<file path="src/rtl/sdah_pkg.sv">
package sdah_pkg;

    typedef enum logic [1:0] {
        OP_SUB_HALF = 2'b00,
        OP_ADD_HALF = 2'b01,
        OP_SUB      = 2'b10,
        OP_ADD      = 2'b11
    } op_e;

    typedef enum logic [1:0] {
        ST_IDLE  = 2'd0,
        ST_RUN   = 2'd1,
        ST_FLUSH = 2'd2,
        ST_DONE  = 2'd3
    } st_e;

endpackage

</file>
<file path="src/rtl/sdah_word_alu.sv">
module sdah_word_alu #(
    parameter int W = 32
) (
    input  logic [W-1:0] a,
    input  logic [W-1:0] b,
    input  logic         cin,
    input  logic         sub,
    input  logic         gf,
    output logic [W-1:0] d,
    output logic         cout
);
    logic [W-1:0] b_eff;
    logic [W:0]   sum;

    always_comb begin
        b_eff = sub ? ~b : b;
        sum   = {1'b0, a} + {1'b0, b_eff} + {{W{1'b0}}, cin};
        if (gf) begin
            d    = a ^ b;
            cout = 1'b0;
        end else begin
            d    = sum[W-1:0];
            cout = sum[W];
        end
    end
endmodule

</file>
<file path="src/rtl/sdah_msb.sv">
module sdah_msb #(
    parameter int W  = 32,
    localparam int LWW = $clog2(W + 1)
) (
    input  logic [W-1:0]   v,
    output logic [LWW-1:0] len
);
    always_comb begin
        len = '0;
        for (int i = 0; i < W; i++) begin
            if (v[i]) len = LWW'(i + 1);
        end
    end
endmodule

</file>
<file path="src/rtl/serial_dual_addhalf.sv">
module serial_dual_addhalf
    import sdah_pkg::*;
#(
    parameter int W     = 32,
    parameter int WORDS = 5,
    localparam int IW   = (WORDS > 1) ? $clog2(WORDS) : 1,
    localparam int TOT  = W * WORDS,
    localparam int LW   = $clog2(TOT + 1),
    localparam int LWW  = $clog2(W + 1)
) (
    input  logic          clk,
    input  logic          rst_n,
    input  logic          start,
    input  logic [1:0]    op_sel,
    input  logic          gf2_mode,
    input  logic [W-1:0]  x_word,
    input  logic [W-1:0]  y_word,
    output logic          out_we,
    output logic [IW-1:0] out_idx,
    output logic [W-1:0]  out_word,
    output logic          busy,
    output logic          done,
    output logic          res_neg,
    output logic [LW-1:0] res_len,
    output logic          res_zero
);
    st_e           st_q, st_d;
    logic [1:0]    op_q;
    logic          gf_q;
    logic          carry_q;
    logic [W-1:0]  prev_q;
    logic [IW-1:0] cnt_q;
    logic [LW-1:0] tmp_len_q;

    logic          first;
    logic [1:0]    cur_op;
    logic          cur_gf;
    logic          cur_sub;
    logic          alu_cin;
    logic [W-1:0]  diff;
    logic          alu_cout;
    logic          halve_q;
    logic          top_bit;
    logic          shift_in;
    logic [W-1:0]  emit_word;
    logic [IW-1:0] emit_idx;
    logic [LWW-1:0] word_len;
    logic [LW-1:0] new_len;

    // operation select: live in the start cycle, latched afterwards
    assign first   = (st_q == ST_IDLE) && start;
    assign cur_op  = first ? op_sel : op_q;
    assign cur_gf  = first ? gf2_mode : gf_q;
    assign cur_sub = (cur_op == OP_SUB_HALF) || (cur_op == OP_SUB);
    assign alu_cin = first ? cur_sub : carry_q;

    sdah_word_alu #(.W(W)) u_alu (
        .a    (x_word),
        .b    (y_word),
        .cin  (alu_cin),
        .sub  (cur_sub),
        .gf   (cur_gf),
        .d    (diff),
        .cout (alu_cout)
    );

    // skewed halving: bit 0 of the current raw word tops the previous one
    assign halve_q  = (op_q == OP_SUB_HALF) || (op_q == OP_ADD_HALF);
    assign top_bit  = gf_q ? 1'b0 : ((op_q == OP_ADD_HALF) ? carry_q : ~carry_q);
    assign shift_in = (st_q == ST_FLUSH) ? top_bit : diff[0];
    assign emit_word = halve_q ? {shift_in, prev_q[W-1:1]} : prev_q;
    assign emit_idx  = (st_q == ST_FLUSH) ? IW'(WORDS - 1) : (cnt_q - 1'b1);

    sdah_msb #(.W(W)) u_msb (
        .v   (emit_word),
        .len (word_len)
    );

    assign new_len = (word_len != '0)
                   ? (LW'(emit_idx) * LW'(W) + LW'(word_len))
                   : tmp_len_q;

    // next state
    always_comb begin
        st_d = st_q;
        unique case (st_q)
            ST_IDLE:  if (start) st_d = ST_RUN;
            ST_RUN:   if (cnt_q == IW'(WORDS - 1)) st_d = ST_FLUSH;
            ST_FLUSH: st_d = ST_DONE;
            ST_DONE:  st_d = ST_IDLE;
        endcase
    end

    // state register
    always_ff @(posedge clk or negedge rst_n) begin
        if (!rst_n) st_q <= ST_IDLE;
        else        st_q <= st_d;
    end

    assign busy = (st_q != ST_IDLE);
    assign done = (st_q == ST_DONE);

    // datapath and outputs
    always_ff @(posedge clk or negedge rst_n) begin
        if (!rst_n) begin
            op_q      <= '0;
            gf_q      <= 1'b0;
            carry_q   <= 1'b0;
            prev_q    <= '0;
            cnt_q     <= '0;
            tmp_len_q <= '0;
            out_we    <= 1'b0;
            out_idx   <= '0;
            out_word  <= '0;
            res_neg   <= 1'b0;
            res_len   <= '0;
            res_zero  <= 1'b1;
        end else begin
            unique case (st_q)
                ST_IDLE: begin
                    out_we <= 1'b0;
                    if (start) begin
                        op_q      <= op_sel;
                        gf_q      <= gf2_mode;
                        prev_q    <= diff;
                        carry_q   <= alu_cout;
                        cnt_q     <= IW'(1);
                        tmp_len_q <= '0;
                    end
                end
                ST_RUN: begin
                    out_we    <= 1'b1;
                    out_idx   <= emit_idx;
                    out_word  <= emit_word;
                    tmp_len_q <= new_len;
                    prev_q    <= diff;
                    carry_q   <= alu_cout;
                    cnt_q     <= cnt_q + 1'b1;
                end
                ST_FLUSH: begin
                    out_we   <= 1'b1;
                    out_idx  <= emit_idx;
                    out_word <= emit_word;
                    res_len  <= new_len;
                    res_zero <= (new_len == '0);
                    res_neg  <= !gf_q && (op_q == OP_SUB_HALF || op_q == OP_SUB) && !carry_q;
                end
                ST_DONE: begin
                    out_we <= 1'b0;
                end
            endcase
        end
    end
endmodule

</file>
<file path="config.mk">
export PLATFORM = sky130hd
export DESIGN_NAME = serial_dual_addhalf
export DESIGN_NICKNAME = d
export VERILOG_FILES = /design/src/rtl/sdah_pkg.sv /design/src/rtl/sdah_word_alu.sv /design/src/rtl/sdah_msb.sv /design/src/rtl/serial_dual_addhalf.sv
export SDC_FILE = /design/constraint.sdc
export NUM_CORES = 1
export LEC_CHECK = 0
export BUFFER_PORTS_ARGS = -buffer_cell sky130_fd_sc_hd__buf_2
export CORE_ASPECT_RATIO = 0.7
export CORE_UTILIZATION = 60
export DETAILED_ROUTE_END_ITERATION = 8
export PLACE_DENSITY = 0.84
export SYNTH_ARGS = -nofsm -noshare
export SYNTH_HDL_FRONTEND = slang
export SYNTH_SLANG_ARGS = --single-unit
</file>
<file path="constraint.sdc">
create_clock -name clk -period 13.33 [get_ports clk]
set_input_delay 2.666 -clock clk [delete_from_list [all_inputs] [get_ports clk]]
set_output_delay 2.666 -clock clk [all_outputs]
set_load 0.01 [all_outputs]
</file>
Word-level counts from Yosys, hierarchy flattened. Index checks and enable logic that the tools add are counted.

Register bits: 95. Bits of input ports: 70. Output and inout bits: 48. Logic and storage cells: 106.

Add/subtract/negate cells: 5. Equality and inequality tests: 9. Muxes and demuxes: 56. Bitwise operators: 3. Reduce and logical (&&, ||, !) cells: 20.

Operators with widths (count): 2-to-1 mux 32 bit (4); 2-to-1 mux 5 bit (16); one-hot mux 32 bit (2 select lines) (1); adder 32 x 32 -> 33 bit (1); adder 33 x 1 -> 33 bit (1); 2-to-1 mux 4 bit (8); NOT 32 bit (1); XOR 32 bit (1); 2-to-1 mux 3 bit (6); 2-to-1 mux 8 bit (2); one-hot mux 8 bit (2 select lines) (1); 2-to-1 mux 2 bit (5); adder 8 x 6 -> 8 bit (1); == test 2 bit, second input constant (4); zero test 8 bit (1); 2-to-1 mux 1 bit (8); one-hot mux 2 bit (4 select lines) (1); zero test 2 bit (3); 2-to-1 mux 6 bit (1); one-hot mux 3 bit (2 select lines) (1); AND reduction 2 bit (3); nonzero test 6 bit (1); == test 2 x 1 -> 1 bit, second input constant (2); != test 2 bit, second input constant (2); other kinds (10) (18).

Longest topological paths before layout. Gate-level depths: netlist of the first run.

Word-level depth: 46. Mapped depth: 20. Depth with buffers taken out: 18.

Modules after synthesis. From an unflattened synthesis of the first run, not the netlist that was laid out.

Cells, all modules: 761. Area, all modules: 7373.3 um^2.

By module, submodules not included: serial_dual_addhalf (times used 1, cells an instance 316, area each 4314.1 um^2, seq. area each 2378.5 um^2); sdah_word_alu (times used 1, cells an instance 384, area each 2725.1 um^2, seq. area each 0.0 um^2); sdah_msb (times used 1, cells an instance 61, area each 334.1 um^2, seq. area each 0.0 um^2).

Worst setup path before layout of the first run. No wires, ideal clock.

Path kind: input port to flip-flop. Start point: in start. End point: reg prev_q[28]. Library setup time: 104 ps. Arrival time: 6450 ps. Data required time: 13226 ps. Slack: 6776 ps. Stages: 16. Path buffers: 2. Cells stage by stage: clkbuf_1 nand2_1 a21oi_1 clkbuf_1 xnor2_1 fa_1 fa_1 nor2b_1 o31ai_1 a21boi_0 o211ai_1 nand4_1 nand3_1 o21ai_0 xnor2_1 a221oi_1.

Cells in the longest elaborated chain, start to end: 10. Elaborated cells between the ends (all ways): 15. Classes of those cells: add/sub: 2; eq/ne: 2; mux: 7; reduce/logical: 4.

Ends and longest elaborated chain: start, declared (line serial_dual_addhalf.sv:13) `input logic start,`; logical AND 1 bit (line serial_dual_addhalf.sv:51) `assign first = (st_q == ST_IDLE) && start;`; 2-to-1 mux 2 bit (line serial_dual_addhalf.sv:52) `assign cur_op = first ? op_sel : op_q;`; == test 2 bit or zero test 2 bit (tied branches) (line serial_dual_addhalf.sv:54) `assign cur_sub = (cur_op == OP_SUB_HALF) || (cur_op == OP_SUB);`; logical OR 1 bit (line serial_dual_addhalf.sv:54); 2-to-1 mux 32 bit (line sdah_word_alu.sv:16) `b_eff = sub ? ~b : b;`; adder 32 x 32 -> 33 bit (line sdah_word_alu.sv:17) `sum = {1'b0, a} + {1'b0, b_eff} + {{W{1'b0}}, cin};`; adder 33 x 1 -> 33 bit (line sdah_word_alu.sv:17); 2-to-1 mux 32 bit (line sdah_word_alu.sv:18) `if (gf) begin`; 2-to-1 mux 32 bit (line serial_dual_addhalf.sv:122) `if (start) begin`; one-hot mux 32 bit (2 select lines) (line serial_dual_addhalf.sv:119) `unique case (st_q)`; end signal, assigned (line serial_dual_addhalf.sv:125) `prev_q <= diff;`; end signal, assigned (line serial_dual_addhalf.sv:136) `prev_q <= diff;`; end, declared (line serial_dual_addhalf.sv:31) `logic [W-1:0] prev_q;`.

Several ways; a longest one is shown, not always the timed one. The select of a mux whose other input is x is not followed. A chain may end at the register's enable or synchronous reset.

Worst setup path in the final report of the first run. Ends and elaborated chain as after synthesis.

==> flow_summary.html, run 1 <==
<table>
<tr><th>Metric</th><th>Value</th></tr>
<tr><th colspan="2">STA</th></tr>
<tr><td>Final min period</td><td>~6.8 ns</td></tr>
<tr><td>Fmax achieved</td><td>around 0.15 GHz</td></tr>
<tr><td>Slew headroom</td><td>roughly 49%</td></tr>
<tr><td>TNS Setup</td><td>0 ns</td></tr>
<tr><td>Max Slew Vio Count</td><td>0</td></tr>
<tr><td>Transition at the pin with the smallest max-transition slack</td><td>0.763 ns</td></tr>
<tr><td>Worst clock skew</td><td>approximately 0.0065 ns</td></tr>
<tr><td>Final setup vio count</td><td>0</td></tr>
<tr><td>Period Utilization, post-route</td><td>between 50% and 60%</td></tr>
<tr><td>Setup repair after global routing missed its margin</td><td>no</td></tr>
<tr><td>Total count of hold-check failures in the final report</td><td>0</td></tr>
<tr><th colspan="2">Route</th></tr>
<tr><td>Drc violations</td><td>0</td></tr>
<tr><td>Number of nets with antenna violations after detailed routing</td><td>0</td></tr>
<tr><td>Wire length after detailed routing</td><td>19000 um</td></tr>
<tr><td>DRT Pass-1 Iters</td><td>5</td></tr>
<tr><td>Average wire per standard cell</td><td>16.7 um</td></tr>
<tr><td>Iteration-0 DRC count of the detailed router</td><td>roughly 630</td></tr>
<tr><td>Number of vias in the routed layout</td><td>between 6000 and 7000</td></tr>
<tr><td>Via count normalized by instance count</td><td>between 6 and 7</td></tr>
<tr><th colspan="2">Min path</th></tr>
<tr><td>Worst hold path endpoint</td><td>res_len[5]</td></tr>
<tr><td>Type of the most critical hold path</td><td>reg -&gt; reg</td></tr>
<tr><td>Hold path start</td><td>res_len[5]</td></tr>
<tr><td>Worst hold path stage count</td><td>1</td></tr>
<tr><th colspan="2">Die</th></tr>
<tr><td>Core Footprint</td><td>between 0.01 and 0.015 mm2</td></tr>
<tr><td>Area enclosed by the die boundary</td><td>0.0129 mm2</td></tr>
<tr><td>Die Height</td><td>~95 um</td></tr>
<tr><td>Initial Util</td><td>62.7%</td></tr>
<tr><td>Die W</td><td>135 um</td></tr>
<tr><td>Row count</td><td>33</td></tr>
<tr><td>Number of top-level pins</td><td>~120</td></tr>
<tr><th colspan="2">Power and ir drop</th></tr>
<tr><td>Combinational share of power</td><td>64.8%</td></tr>
<tr><td>Worst VDD drop</td><td>roughly 0.00016 V</td></tr>
<tr><td>Proportion of power drawn by the clock network</td><td>a little over a tenth</td></tr>
<tr><td>Switching fraction of total power</td><td>between 40% and 50%</td></tr>
<tr><td>Sw Pwr</td><td>between 1 and 1.5 mW</td></tr>
<tr><td>Power Internal</td><td>around 1.3 mW</td></tr>
<tr><td>Portion of total power attributed to sequential cells</td><td>roughly a quarter</td></tr>
<tr><td>Power density over the cells</td><td>just over 300 mW/mm2</td></tr>
<tr><td>Leakage power</td><td>around 3.8 nW</td></tr>
<tr><th colspan="2">Layout</th></tr>
<tr><td>Diodes inserted</td><td>0</td></tr>
<tr><td>Count of filler cells inserted in the layout</td><td>between 900 and 1000</td></tr>
<tr><td>Nets</td><td>between 1000 and 1500</td></tr>
<tr><td>Final non-filler cell area</td><td>0.00838 mm2</td></tr>
<tr><td>Growth of design area from synthesis to finish</td><td>12.4%</td></tr>
<tr><td>Proportion of layout cells with a drive suffix above 1</td><td>~16%</td></tr>
<tr><td>Final core utilization</td><td>between 70% and 80%</td></tr>
<tr><td>Multi-input combinational cell area</td><td>approximately 0.0047 mm2</td></tr>
<tr><td>Combined flip-flop and latch cell area</td><td>between 0.002 and 0.0025 mm2</td></tr>
<tr><th colspan="2">Synthesis</th></tr>
<tr><td>Commonest cells in the netlist</td><td>a21oi_1 (109), nor2_1 (109), dfrtp_1 (94)</td></tr>
<tr><td>Synthesized area</td><td>around 0.0075 mm2</td></tr>
<tr><td>Proportion of synthesized chip area in sequential cells</td><td>a little under a third</td></tr>
<tr><td>YS warnings</td><td>0</td></tr>
<tr><td>Net count after synthesis</td><td>1008</td></tr>
<tr><td>Async S/R FF share, synth</td><td>100%</td></tr>
<tr><td>Top_reg_cell synth</td><td>dfrtp_1</td></tr>
<tr><td>Post-synthesis cell count</td><td>between 800 and 900</td></tr>
<tr><td>Area leader, netlist</td><td>dfrtp_1</td></tr>
<tr><td>Portion of synthesized cell area occupied by the leading cell type</td><td>a little under a third</td></tr>
<tr><td>Ranking of synthesized cells by area</td><td>dfrtp_1 (32%), a21oi_1 (7.3%), ha_1 (6.7%), xor2_1 (5.9%), nor2_1 (5.5%)</td></tr>
<tr><td>Mean instance size in the synthesized netlist</td><td>8.32 um2</td></tr>
<tr><td>Number of flops mapped to enable cells by yosys</td><td>0</td></tr>
<tr><td>Register bit total from synthesis</td><td>95</td></tr>
<tr><td>Count of unique library cells instantiated by Yosys</td><td>73</td></tr>
<tr><th colspan="2">Worst setup path</th></tr>
<tr><td>Critical path fanouts, max</td><td>33</td></tr>
<tr><td>Slowest stage cell, crit path</td><td>a21boi_0</td></tr>
<tr><td>Kind of critical path</td><td>in -&gt; reg</td></tr>
<tr><td>Max incr delay on CP</td><td>0.55 ns</td></tr>
<tr><td>Critical path cell sequence</td><td>buf_2, nand2_1, a21oi_4, buf_4, xnor2_1, fa_1, fa_1, nor2b_1, o31ai_1, a21boi_0, o211ai_1, nand4_1, nand3_1, o21ai_0, xnor2_1, a221oi_1</td></tr>
<tr><td>Endpoint of the most critical register-to-register path</td><td>prev_q[28]</td></tr>
<tr><td>Start of the worst register-to-register path</td><td>st_q[0]</td></tr>
<tr><td>Critical Path Start Type</td><td>primary input</td></tr>
<tr><td>Crit-path leading delay family</td><td>compound AO/OA/AOI/OAI gates</td></tr>
<tr><td>Setup slack of the most critical reg-to-reg path</td><td>slightly above 8 ns</td></tr>
<tr><td>Worst reg-to-reg path cell count</td><td>17</td></tr>
<tr><td>Critical Path AT</td><td>approximately 7.1 ns</td></tr>
<tr><td>Crit end category</td><td>register</td></tr>
<tr><td>Crit path buf inv count</td><td>2</td></tr>
<tr><td>Required time of the critical path</td><td>roughly 14 ns</td></tr>
<tr><th colspan="2">Clocking</th></tr>
<tr><td>Number of gates given a new drive strength after cts</td><td>0</td></tr>
<tr><td>Num CTS Buffers</td><td>9</td></tr>
<tr><td>Clock-pin slew on the worst setup and hold paths</td><td>around 0.06 ns</td></tr>
<tr><td>Maximum number of buffers from clock root to sink</td><td>2</td></tr>
<tr><td>Hold-fix buffers at CTS</td><td>0</td></tr>
<tr><td>H-Tree Level Count</td><td>3</td></tr>
<tr><td>Clock sink count</td><td>95</td></tr>
<tr><td>Setup Buffers After CTS</td><td>0</td></tr>
<tr><td>Cell at the root of the clock tree</td><td>clkbuf_16</td></tr>
<tr><td>Clock tree from TritonCTS</td><td>yes</td></tr>
<tr><td>Clk_lat worst skew</td><td>approximately 0.34 ns</td></tr>
<tr><th colspan="2">Outcome</th></tr>
<tr><td>Outcome</td><td>completed</td></tr>
<tr><th colspan="2">Placed design</th></tr>
<tr><td>Placed wire-length estimate after detailed placement</td><td>14000 um</td></tr>
<tr><td>Number of I/O port buffers</td><td>roughly 120</td></tr>
<tr><td>Final estimated routing congestion in global placement</td><td>between 0.9 and 1</td></tr>
<tr><td>Placed inst area</td><td>approximately 0.0081 mm2</td></tr>
<tr><th colspan="2">Global routing</th></tr>
<tr><td>Number of antenna violations at the first check in global routing</td><td>0</td></tr>
<tr><td>Global-route wire length before repair</td><td>30500 um</td></tr>
<tr><td>Sum of overflow across all layers after global routing</td><td>0</td></tr>
<tr><td>Vias in the first global route</td><td>slightly above 6000</td></tr>
<tr><td>Global routing usage summed across all routing layers</td><td>~30%</td></tr>
<tr><td>Largest net degree at the start of global routing</td><td>67</td></tr>
<tr><th colspan="2">Run</th></tr>
<tr><td>Number of max-cap violations</td><td>0</td></tr>
</table>
## worst reg2reg max path: stages, from the launching register on
cell and delay [ns]:
dfrtp_1 0.42, inv_1 0.10, ha_2 0.33, nand2_1 0.31, a21oi_4 0.22, buf_4 0.46, xnor2_1 0.18, fa_1 0.46
fa_1 0.42, nor2b_1 0.20, o31ai_1 0.14, a21boi_0 0.55, o211ai_1 0.28, nand4_1 0.20, nand3_1 0.13, o21ai_0 0.29
xnor2_1 0.11, a221oi_1 0.26
## stage by stage
step	setup WS, ns	total power [mW]	std cells	hold WS, ns
after floorplan	6.78	1.83	896	0.447
after global placement	6.48	2.19	1121	0.462
after detailed placement	6.21	2.24	1121	0.470
after CTS	6.58	2.53	1137	0.486
after global routing	6.14	2.77	1137	0.508
final	6.50	2.56	1137	0.485
## registers in the layout, summed over array words and instances, names as in the netlist
register / cells
st_q: 2
op_q: 2
res_zero: 1
out_word: 32
res_neg: 1
out_idx: 3
tmp_len_q: 8
out_we: 1
res_len: 8
carry_q: 1
gf_q: 1
prev_q: 32
cnt_q: 3
## cell families (layout without fill, tap and decap cells)
family                     count (synthesis)  count (layout)  share of synthesized area [%]
muxes                                     33              33                           4.53
DFF                                       95              95                           31.9
adders and majority gates                 42              42                           7.25
buffers and inverters                     90             174                           5.08
AOI/OAI and AO/OA                        285             285                           24.1
xor gates and xnor gates                  92              92                           10.8
and+or+nand+nor                          259             259                           16.3
## metal layers
layer | GRT usage (%) | share of wire (%) | up-vias
met5 | 0 | 0 | -
met4 | 5.43 | 0.94 | 0
met3 | 6.65 | 8.8 | 19
met2 | 43.4 | 43 | 306
met1 | 46.0 | 48 | 3262
li1 | - | - | 3372
## layout make-up
| cell class | instances | area share, % |
|---|---|---|
| clock buffers | 13 | 3.11 |
| clock inverters | 3 | 0.776 |
| inverters | 35 | 1.57 |
| multi-input cells | 711 | 56.3 |
| flip-flops and latches | 95 | 28.4 |
| well taps | 157 | 2.34 |
| repair buffers | 123 | 7.55 |
## layout by cell type (no fill, tap or decap), types with 11 or more instances in the layout
master    synthesis  layout
nor2_1          109     109
nor2b_1          17      17
ha_1             40      39
inv_1            34      34
nand2_1          53      53
nor4_1           15      15
dfrtp_1          94      93
nand3_1          13      13
xnor2_1          42      42
o21ai_0          51      51
a211oi_1         11      11
a21oi_1         109     108
mux2i_1          27      27
a31oi_1          13      13
xor2_1           50      50
a21o_1           18      18
buf_2             5     116
nor3_1           19      19
## power groups by stage
stage / logic [mW] / clock network, mW / registers, mW
2_1_floorplan: 1.25 / 0 / 0.575
3_3_place_gp: 1.58 / 0 / 0.611
3_5_place_dp: 1.62 / 0 / 0.614
4_1_cts: 1.64 / 0.284 / 0.611
5_1_grt: 1.84 / 0.294 / 0.633
6_report: 1.66 / 0.281 / 0.617
## worst max-delay path by stage
| stage | slack [ns] | start | endpoint | cells past startpoint |
|---|---|---|---|---|
| final | 6.50 | start | prev_q[28] | 16 |
| after global routing | 6.14 | start | prev_q[28] | 16 |
| after CTS | 6.58 | start | prev_q[28] | 16 |
| after detailed placement | 6.21 | start | prev_q[28] | 16 |
| after global placement | 6.48 | start | prev_q[28] | 16 |
| after floorplan | 6.78 | start | prev_q[28] | 16 |
Note: power is estimated with default switching activity, not from simulation.
==> run 2: changes to the inputs <==
--- a/config.mk
+++ b/config.mk
@@ -7,9 +7,9 @@
 export LEC_CHECK = 0
 export BUFFER_PORTS_ARGS = -buffer_cell sky130_fd_sc_hd__buf_2
 export CORE_ASPECT_RATIO = 0.7
-export CORE_UTILIZATION = 60
+export CORE_UTILIZATION = 53
 export DETAILED_ROUTE_END_ITERATION = 8
-export PLACE_DENSITY = 0.84
+export PLACE_DENSITY = 0.78
 export SYNTH_ARGS = -nofsm -noshare
 export SYNTH_HDL_FRONTEND = slang
 export SYNTH_SLANG_ARGS = --single-unit
==> constraint.sdc (replaced) <==
create_clock -name clk -period 5.9 [get_ports clk]
set_input_delay 1.18 -clock clk [delete_from_list [all_inputs] [get_ports clk]]
set_output_delay 1.18 -clock clk [all_outputs]
set_load 0.01 [all_outputs]
==> run 2 against run 1 <==
Effect of this change: final area increased by 0.76%; sequential power increased by 130%; critical path depth unchanged; count of clock-buffer cells in the layout decreased by 1; clock power increased by 130%; largest cell class unchanged; largest power group unchanged.
==> flow_summary.html, run 2 (synthesis results as in run 1) <==
<table>
<tr><th>Metric</th><th>Value</th></tr>
<tr><th colspan="2">Outcome</th></tr>
<tr><td>Outcome</td><td>completed</td></tr>
<tr><th colspan="2">Worst setup path</th></tr>
<tr><td>Slowest stage cell, crit path</td><td>o31ai_1</td></tr>
<tr><td>Crit path buf inv count</td><td>3</td></tr>
<tr><td>Kind of critical path</td><td>in -&gt; reg</td></tr>
<tr><td>Required time of the critical path</td><td>6.12 ns</td></tr>
<tr><td>Start of the worst register-to-register path</td><td>st_q[0]</td></tr>
<tr><td>Crit-path leading delay family</td><td>compound AO/OA/AOI/OAI gates</td></tr>
<tr><td>Critical Path AT</td><td>around 5 ns</td></tr>
<tr><td>Critical Path Start Type</td><td>primary input</td></tr>
<tr><td>Setup slack of the most critical reg-to-reg path</td><td>between 1 and 1.5 ns</td></tr>
<tr><td>Critical path fanouts, max</td><td>21</td></tr>
<tr><td>Crit end category</td><td>register</td></tr>
<tr><td>Max incr delay on CP</td><td>~0.42 ns</td></tr>
<tr><td>Worst reg-to-reg path cell count</td><td>17</td></tr>
<tr><td>Instance count on the critical path</td><td>16</td></tr>
<tr><td>Critical path cell sequence</td><td>buf_2, nand2_1, a21oi_4, buf_4, xor2_1, ha_1, nor2b_1, o31ai_1, a21boi_0, buf_4, o211ai_1, nand4_1, a41oi_1, o21ai_0, xnor2_1, o21ai_0</td></tr>
<tr><td>Worst setup path startpoint</td><td>start</td></tr>
<tr><th colspan="2">Placed design</th></tr>
<tr><td>Final estimated routing congestion in global placement</td><td>about 0.95</td></tr>
<tr><td>Number of I/O port buffers</td><td>117</td></tr>
<tr><td>Placed wire-length estimate after detailed placement</td><td>14500 um</td></tr>
<tr><th colspan="2">Layout</th></tr>
<tr><td>Highest-count cells in the layout ignoring fill and taps</td><td>buf_2 (116), nor2_1 (109), a21oi_1 (108)</td></tr>
<tr><td>Nets</td><td>1090</td></tr>
<tr><td>Combined flip-flop and latch cell area</td><td>between 0.002 and 0.0025 mm2</td></tr>
<tr><td>Growth of design area from synthesis to finish</td><td>13.2%</td></tr>
<tr><td>Multi-input combinational cell area</td><td>around 0.0047 mm2</td></tr>
<tr><td>Count of filler cells inserted in the layout</td><td>1216</td></tr>
<tr><td>Largest registers</td><td>out_word: 32 flops, prev_q: 32 flops</td></tr>
<tr><td>Commonest non-fill, non-tap cell in the layout</td><td>buf_2</td></tr>
<tr><td>Proportion of layout cells with a drive suffix above 1</td><td>between 15 and 20%</td></tr>
<tr><td>Diodes inserted</td><td>0</td></tr>
<tr><th colspan="2">Die</th></tr>
<tr><td>Area enclosed by the die boundary</td><td>about 0.015 mm2</td></tr>
<tr><td>Row count</td><td>35</td></tr>
<tr><td>Die Height</td><td>roughly 100 um</td></tr>
<tr><td>Die W</td><td>144 um</td></tr>
<tr><td>Initial Util</td><td>between 50% and 60%</td></tr>
<tr><td>Core Footprint</td><td>about 0.013 mm2</td></tr>
<tr><td>Number of top-level pins</td><td>~120</td></tr>
<tr><th colspan="2">Clocking</th></tr>
<tr><td>Num CTS Buffers</td><td>9</td></tr>
<tr><td>Maximum number of buffers from clock root to sink</td><td>2</td></tr>
<tr><td>Clock tree from TritonCTS</td><td>yes</td></tr>
<tr><td>H-Tree Level Count</td><td>3</td></tr>
<tr><td>Cell at the root of the clock tree</td><td>clkbuf_16</td></tr>
<tr><td>Clock-pin slew on the worst setup and hold paths</td><td>0.06 ns</td></tr>
<tr><td>Clk_lat worst skew</td><td>roughly 0.35 ns</td></tr>
<tr><td>Number of gates given a new drive strength after cts</td><td>0</td></tr>
<tr><td>Hold-fix buffers at CTS</td><td>0</td></tr>
<tr><td>Clock sink count</td><td>95</td></tr>
<tr><td>Setup Buffers After CTS</td><td>0</td></tr>
<tr><th colspan="2">STA</th></tr>
<tr><td>Worst hold margin</td><td>approximately 0.48 ns</td></tr>
<tr><td>Worst clock skew</td><td>~0.0053 ns</td></tr>
<tr><td>Slew headroom</td><td>about 44%</td></tr>
<tr><td>Transition at the pin with the smallest max-transition slack</td><td>0.830 ns</td></tr>
<tr><td>Period Utilization, post-route</td><td>81.2%</td></tr>
<tr><td>Final setup vio count</td><td>0</td></tr>
<tr><td>TNS Setup</td><td>0 ns</td></tr>
<tr><td>Total count of hold-check failures in the final report</td><td>0</td></tr>
<tr><td>Setup repair after global routing missed its margin</td><td>no</td></tr>
<tr><td>Max Slew Vio Count</td><td>0</td></tr>
<tr><td>Final min period</td><td>between 4 and 5 ns</td></tr>
<tr><td>Fmax achieved</td><td>about 0.21 GHz</td></tr>
<tr><th colspan="2">Power and ir drop</th></tr>
<tr><td>Power density over the cells</td><td>roughly 700 mW/mm2</td></tr>
<tr><td>Overall power</td><td>approximately 5.8 mW</td></tr>
<tr><td>Leakage power</td><td>around 3.8 nW</td></tr>
<tr><td>Worst VDD drop</td><td>between 0.0006 and 0.0007 V</td></tr>
<tr><th colspan="2">Route</th></tr>
<tr><td>Average wire per standard cell</td><td>around 17 um</td></tr>
<tr><td>Iteration-0 DRC count of the detailed router</td><td>about 530</td></tr>
<tr><td>Number of nets with antenna violations after detailed routing</td><td>0</td></tr>
<tr><td>DRT Pass-1 Iters</td><td>8</td></tr>
<tr><td>Via count normalized by instance count</td><td>between 5 and 6</td></tr>
<tr><td>Drc violations</td><td>0</td></tr>
<tr><td>Wire length after detailed routing</td><td>19500 um</td></tr>
<tr><td>Number of vias in the routed layout</td><td>6947</td></tr>
<tr><th colspan="2">Run</th></tr>
<tr><td>Number of max-cap violations</td><td>0</td></tr>
<tr><th colspan="2">Global routing</th></tr>
<tr><td>Largest net degree at the start of global routing</td><td>66</td></tr>
<tr><td>Vias in the first global route</td><td>6341</td></tr>
<tr><td>Number of antenna violations at the first check in global routing</td><td>0</td></tr>
<tr><td>Sum of overflow across all layers after global routing</td><td>0</td></tr>
<tr><td>Global routing usage summed across all routing layers</td><td>27.8%</td></tr>
<tr><td>Global-route wire length before repair</td><td>31900 um</td></tr>
<tr><th colspan="2">Min path</th></tr>
<tr><td>Hold path start</td><td>res_len[6]</td></tr>
<tr><td>Worst hold path stage count</td><td>1</td></tr>
<tr><td>Type of the most critical hold path</td><td>reg -&gt; reg</td></tr>
</table>
==> run 2: cell count changes in the layout (fill, tap and decap cells not counted) <==
cell,change
buf_4,+3
clkbuf_8,+1
clkbuf_1,-2
==> run 2: per-layer routing <==
metal / share of wire (%) / GRT usage (%) / wire (um)
met1: 49 / 40.8 / 9510
met2: 44 / 43.1 / 8570
met3: 6.3 / 4.68 / 1220
met4: 1.1 / 5.89 / 210
met5: 0 / 0 / 0
==> run 2: final cells by class <==
type	count	share of cell area (%)
multi-input cells	711	55.8
flip-flops and latches	95	28.2
repair buffers	126	7.76
clock buffers	12	3.16
well taps	185	2.74
inverters	35	1.56
clock inverters	3	0.770
==> run 2: final timing paths <==
kind                                 to
min in group asynchronous  out_word[16]
max reg2reg                  prev_q[30]
max                          prev_q[30]
max in group asynchronous       op_q[1]
min                          res_len[6]
min reg2reg                  res_len[6]
==> run 2: power breakdown <==
group / total (mW) / switching (mW) / leakage (nW) / internal (mW)
Combinational: 3.70 / 2.19 / 2.55 / 1.51
Sequential: 1.44 / 0.429 / 1.10 / 1.01
Clock: 0.639 / 0.236 / 0.165 / 0.403
Total: 5.78 / 2.86 / 3.82 / 2.92
==> run 2: metrics by stage <==
step,area [um2],setup WS (ns),std cells,utilization [%]
floorplan,7460,0.832,896,-
global placement,8110,0.929,1152,60.3
detailed placement,8110,0.801,1152,60.3
CTS,8440,1.16,1167,62.8
global route,8440,0.810,1167,62.8
finish,8440,1.11,1167,62.8
==> run 3: changes to the inputs <==
--- a/config.mk
+++ b/config.mk
@@ -7,9 +7,9 @@
 export LEC_CHECK = 0
 export BUFFER_PORTS_ARGS = -buffer_cell sky130_fd_sc_hd__buf_2
 export CORE_ASPECT_RATIO = 0.7
-export CORE_UTILIZATION = 53
+export CORE_UTILIZATION = 58
 export DETAILED_ROUTE_END_ITERATION = 8
-export PLACE_DENSITY = 0.78
+export PLACE_DENSITY = 0.81
 export SYNTH_ARGS = -nofsm -noshare
 export SYNTH_HDL_FRONTEND = slang
 export SYNTH_SLANG_ARGS = --single-unit
==> constraint.sdc (replaced) <==
create_clock -name clk -period 4.5 [get_ports clk]
set_input_delay 0.9 -clock clk [delete_from_list [all_inputs] [get_ports clk]]
set_output_delay 0.9 -clock clk [all_outputs]
set_load 0.01 [all_outputs]
==> run 3 against run 2 <==
Effect of this change: highest routed layer unchanged; largest cell class unchanged; clock power increased by 21%; clock skew about the same; hold slack improved by 0.016 ns; flip-flop and latch count unchanged.
==> flow_summary.html, run 3 (synthesis results as in run 1) <==
<table>
<tr><th>Metric</th><th>Value</th></tr>
<tr><th colspan="2">Outcome</th></tr>
<tr><td>Outcome</td><td>completed</td></tr>
<tr><th colspan="2">Min path</th></tr>
<tr><td>Type of the most critical hold path</td><td>reg -&gt; reg</td></tr>
<tr><td>Hold path start</td><td>res_len[6]</td></tr>
<tr><th colspan="2">Route</th></tr>
<tr><td>Number of vias in the routed layout</td><td>approximately 7000</td></tr>
<tr><td>Number of nets with antenna violations after detailed routing</td><td>0</td></tr>
<tr><td>Drc violations</td><td>0</td></tr>
<tr><td>Via count normalized by instance count</td><td>just over 6</td></tr>
<tr><td>DRT Pass-1 Iters</td><td>7</td></tr>
<tr><td>Average wire per standard cell</td><td>around 17 um</td></tr>
<tr><td>Iteration-0 DRC count of the detailed router</td><td>approximately 860</td></tr>
<tr><td>Wire length after detailed routing</td><td>around 19000 um</td></tr>
<tr><th colspan="2">Die</th></tr>
<tr><td>Core Footprint</td><td>about 0.012 mm2</td></tr>
<tr><td>Number of top-level pins</td><td>approximately 120</td></tr>
<tr><td>Area enclosed by the die boundary</td><td>0.0133 mm2</td></tr>
<tr><td>Initial Util</td><td>59.8%</td></tr>
<tr><td>Die Height</td><td>between 90 and 100 um</td></tr>
<tr><td>Row count</td><td>34</td></tr>
<tr><td>Die W</td><td>between 100 and 150 um</td></tr>
<tr><th colspan="2">Power and ir drop</th></tr>
<tr><td>Worst VDD drop</td><td>between 0.0004 and 0.0005 V</td></tr>
<tr><td>Power density over the cells</td><td>between 800 and 900 mW/mm2</td></tr>
<tr><td>Leakage power</td><td>about 3.8 nW</td></tr>
<tr><th colspan="2">Layout</th></tr>
<tr><td>Proportion of layout cells with a drive suffix above 1</td><td>roughly 17%</td></tr>
<tr><td>Nets</td><td>roughly 1100</td></tr>
<tr><td>Final non-filler cell area</td><td>0.00842 mm2</td></tr>
<tr><td>Highest-count cells in the layout ignoring fill and taps</td><td>buf_2 (116), nor2_1 (109), a21oi_1 (108)</td></tr>
<tr><td>Diodes inserted</td><td>0</td></tr>
<tr><td>Growth of design area from synthesis to finish</td><td>13.0%</td></tr>
<tr><td>Largest registers</td><td>out_word: 32 flops, prev_q: 32 flops</td></tr>
<tr><td>Count of filler cells inserted in the layout</td><td>~1000</td></tr>
<tr><td>Commonest non-fill, non-tap cell in the layout</td><td>buf_2</td></tr>
<tr><th colspan="2">Placed design</th></tr>
<tr><td>Placed inst area</td><td>slightly above 0.008 mm2</td></tr>
<tr><td>Placed wire-length estimate after detailed placement</td><td>14200 um</td></tr>
<tr><td>Final estimated routing congestion in global placement</td><td>between 0.9 and 1</td></tr>
<tr><td>Number of I/O port buffers</td><td>roughly 120</td></tr>
<tr><th colspan="2">STA</th></tr>
<tr><td>Max Slew Vio Count</td><td>0</td></tr>
<tr><td>Transition at the pin with the smallest max-transition slack</td><td>a little under 1 ns</td></tr>
<tr><td>Final setup vio count</td><td>0</td></tr>
<tr><td>Setup repair after global routing missed its margin</td><td>no</td></tr>
<tr><td>TNS Setup</td><td>0 ns</td></tr>
<tr><td>Fmax achieved</td><td>0.241 GHz</td></tr>
<tr><td>Worst clock skew</td><td>~0.0058 ns</td></tr>
<tr><td>Slew headroom</td><td>a little over a third</td></tr>
<tr><td>Worst hold margin</td><td>0.498 ns</td></tr>
<tr><td>Period Utilization, post-route</td><td>92.2%</td></tr>
<tr><td>Final min period</td><td>between 4 and 5 ns</td></tr>
<tr><td>Total count of hold-check failures in the final report</td><td>0</td></tr>
<tr><th colspan="2">Clocking</th></tr>
<tr><td>Setup Buffers After CTS</td><td>0</td></tr>
<tr><td>Hold-fix buffers at CTS</td><td>0</td></tr>
<tr><td>Clock-pin slew on the worst setup and hold paths</td><td>0.07 ns</td></tr>
<tr><td>H-Tree Level Count</td><td>3</td></tr>
<tr><td>Number of gates given a new drive strength after cts</td><td>0</td></tr>
<tr><td>Clock sink count</td><td>95</td></tr>
<tr><td>Clock tree from TritonCTS</td><td>yes</td></tr>
<tr><td>Cell at the root of the clock tree</td><td>clkbuf_16</td></tr>
<tr><td>Maximum number of buffers from clock root to sink</td><td>2</td></tr>
<tr><td>Clk_lat worst skew</td><td>around 0.34 ns</td></tr>
<tr><td>Num CTS Buffers</td><td>9</td></tr>
<tr><th colspan="2">Worst setup path</th></tr>
<tr><td>Worst reg-to-reg path cell count</td><td>16</td></tr>
<tr><td>Critical Path AT</td><td>4.38 ns</td></tr>
<tr><td>Kind of critical path</td><td>reg -&gt; reg</td></tr>
<tr><td>Critical Path Start Type</td><td>register</td></tr>
<tr><td>Setup slack of the most critical reg-to-reg path</td><td>0.35 ns</td></tr>
<tr><td>Critical path fanouts, max</td><td>16</td></tr>
<tr><td>Endpoint of the worst setup timing path</td><td>prev_q[29]</td></tr>
<tr><td>Worst setup path startpoint</td><td>st_q[0]</td></tr>
<tr><td>Required time of the critical path</td><td>between 4 and 5 ns</td></tr>
<tr><td>Start of the worst register-to-register path</td><td>st_q[0]</td></tr>
<tr><td>Crit end category</td><td>register</td></tr>
<tr><td>Endpoint of the most critical register-to-register path</td><td>prev_q[29]</td></tr>
<tr><th colspan="2">Global routing</th></tr>
<tr><td>Vias in the first global route</td><td>6384</td></tr>
<tr><td>Global routing usage summed across all routing layers</td><td>a little under a third</td></tr>
<tr><td>Largest net degree at the start of global routing</td><td>71</td></tr>
<tr><td>Global-route wire length before repair</td><td>31700 um</td></tr>
<tr><td>Number of antenna violations at the first check in global routing</td><td>0</td></tr>
<tr><td>Sum of overflow across all layers after global routing</td><td>0</td></tr>
<tr><th colspan="2">Run</th></tr>
<tr><td>Number of max-cap violations</td><td>0</td></tr>
</table>
-- run 3: changes by cell type in the layout (fill, tap and decap cells not counted) --
cell	delta
o31ai_1	-1
o31ai_2	+1
clkinvlp_4	+3
clkbuf_1	+1
buf_12	+1
buf_4	+2
clkbuf_8	-2
bufinv_16	-1
-- run 3: power breakdown --
part	internal, mW	switching (mW)
Combinational	2.02	2.93
Sequential	1.32	0.534
Clock	0.445	0.328
Total	3.79	3.79
-- run 3: per-layer routing --
layer,share of wire [%],track usage (%)
met1,48,46.4
met2,43,43.8
met3,8.3,5.71
met4,0.92,4.99
met5,0,0
-- run 3: per-stage QoR --
step	instances	total power [mW]	util, %	setup slack, ns
after global placement	1132	6.56	65.1	0.276
after CTS	1148	7.51	67.5	0.378
after detailed placement	1132	6.68	65.1	0.158
after floorplan	896	5.42	-	0.00238
final	1148	7.58	67.6	0.350
after global routing	1148	8.24	67.6	0.0389
-- run 3: final cells by class --
class | count | area (um2) | area share (%)
clock buffer | 11 | 243 | 2.88
clock inverter | 5 | 57.6 | 0.683
inverter | 35 | 131 | 1.56
multi-input combinational | 711 | 4720 | 56.0
sequential | 95 | 2380 | 28.2
tap | 162 | 203 | 2.41
timing repair buffer | 129 | 691 | 8.20
-- run 3: how the worst min path moves through the flow --
stage | endpoint | slack, ns | cells after the start
final | res_len[6] | 0.50 | 1
after detailed placement | res_len[6] | 0.48 | 1
after floorplan | res_neg | 0.45 | 1
after CTS | res_len[6] | 0.50 | 1
after global placement | res_len[6] | 0.46 | 1
after global routing | res_len[6] | 0.53 | 1
-- run 3: worst max-delay path, stage by stage (launching register included) --
cell	delay [ns]
dfrtp_1	0.42
inv_1	0.10
ha_2	0.33
nand2_1	0.16
a21oi_4	0.22
buf_12	0.18
xor2_1	0.21
ha_1	0.26
nor2b_1	0.14
o2111ai_1	0.25
nand4_1	0.25
a211o_1	0.38
a31oi_1	0.31
o31a_1	0.27
a31oi_1	0.13
xnor2_1	0.14
a221oi_1	0.28
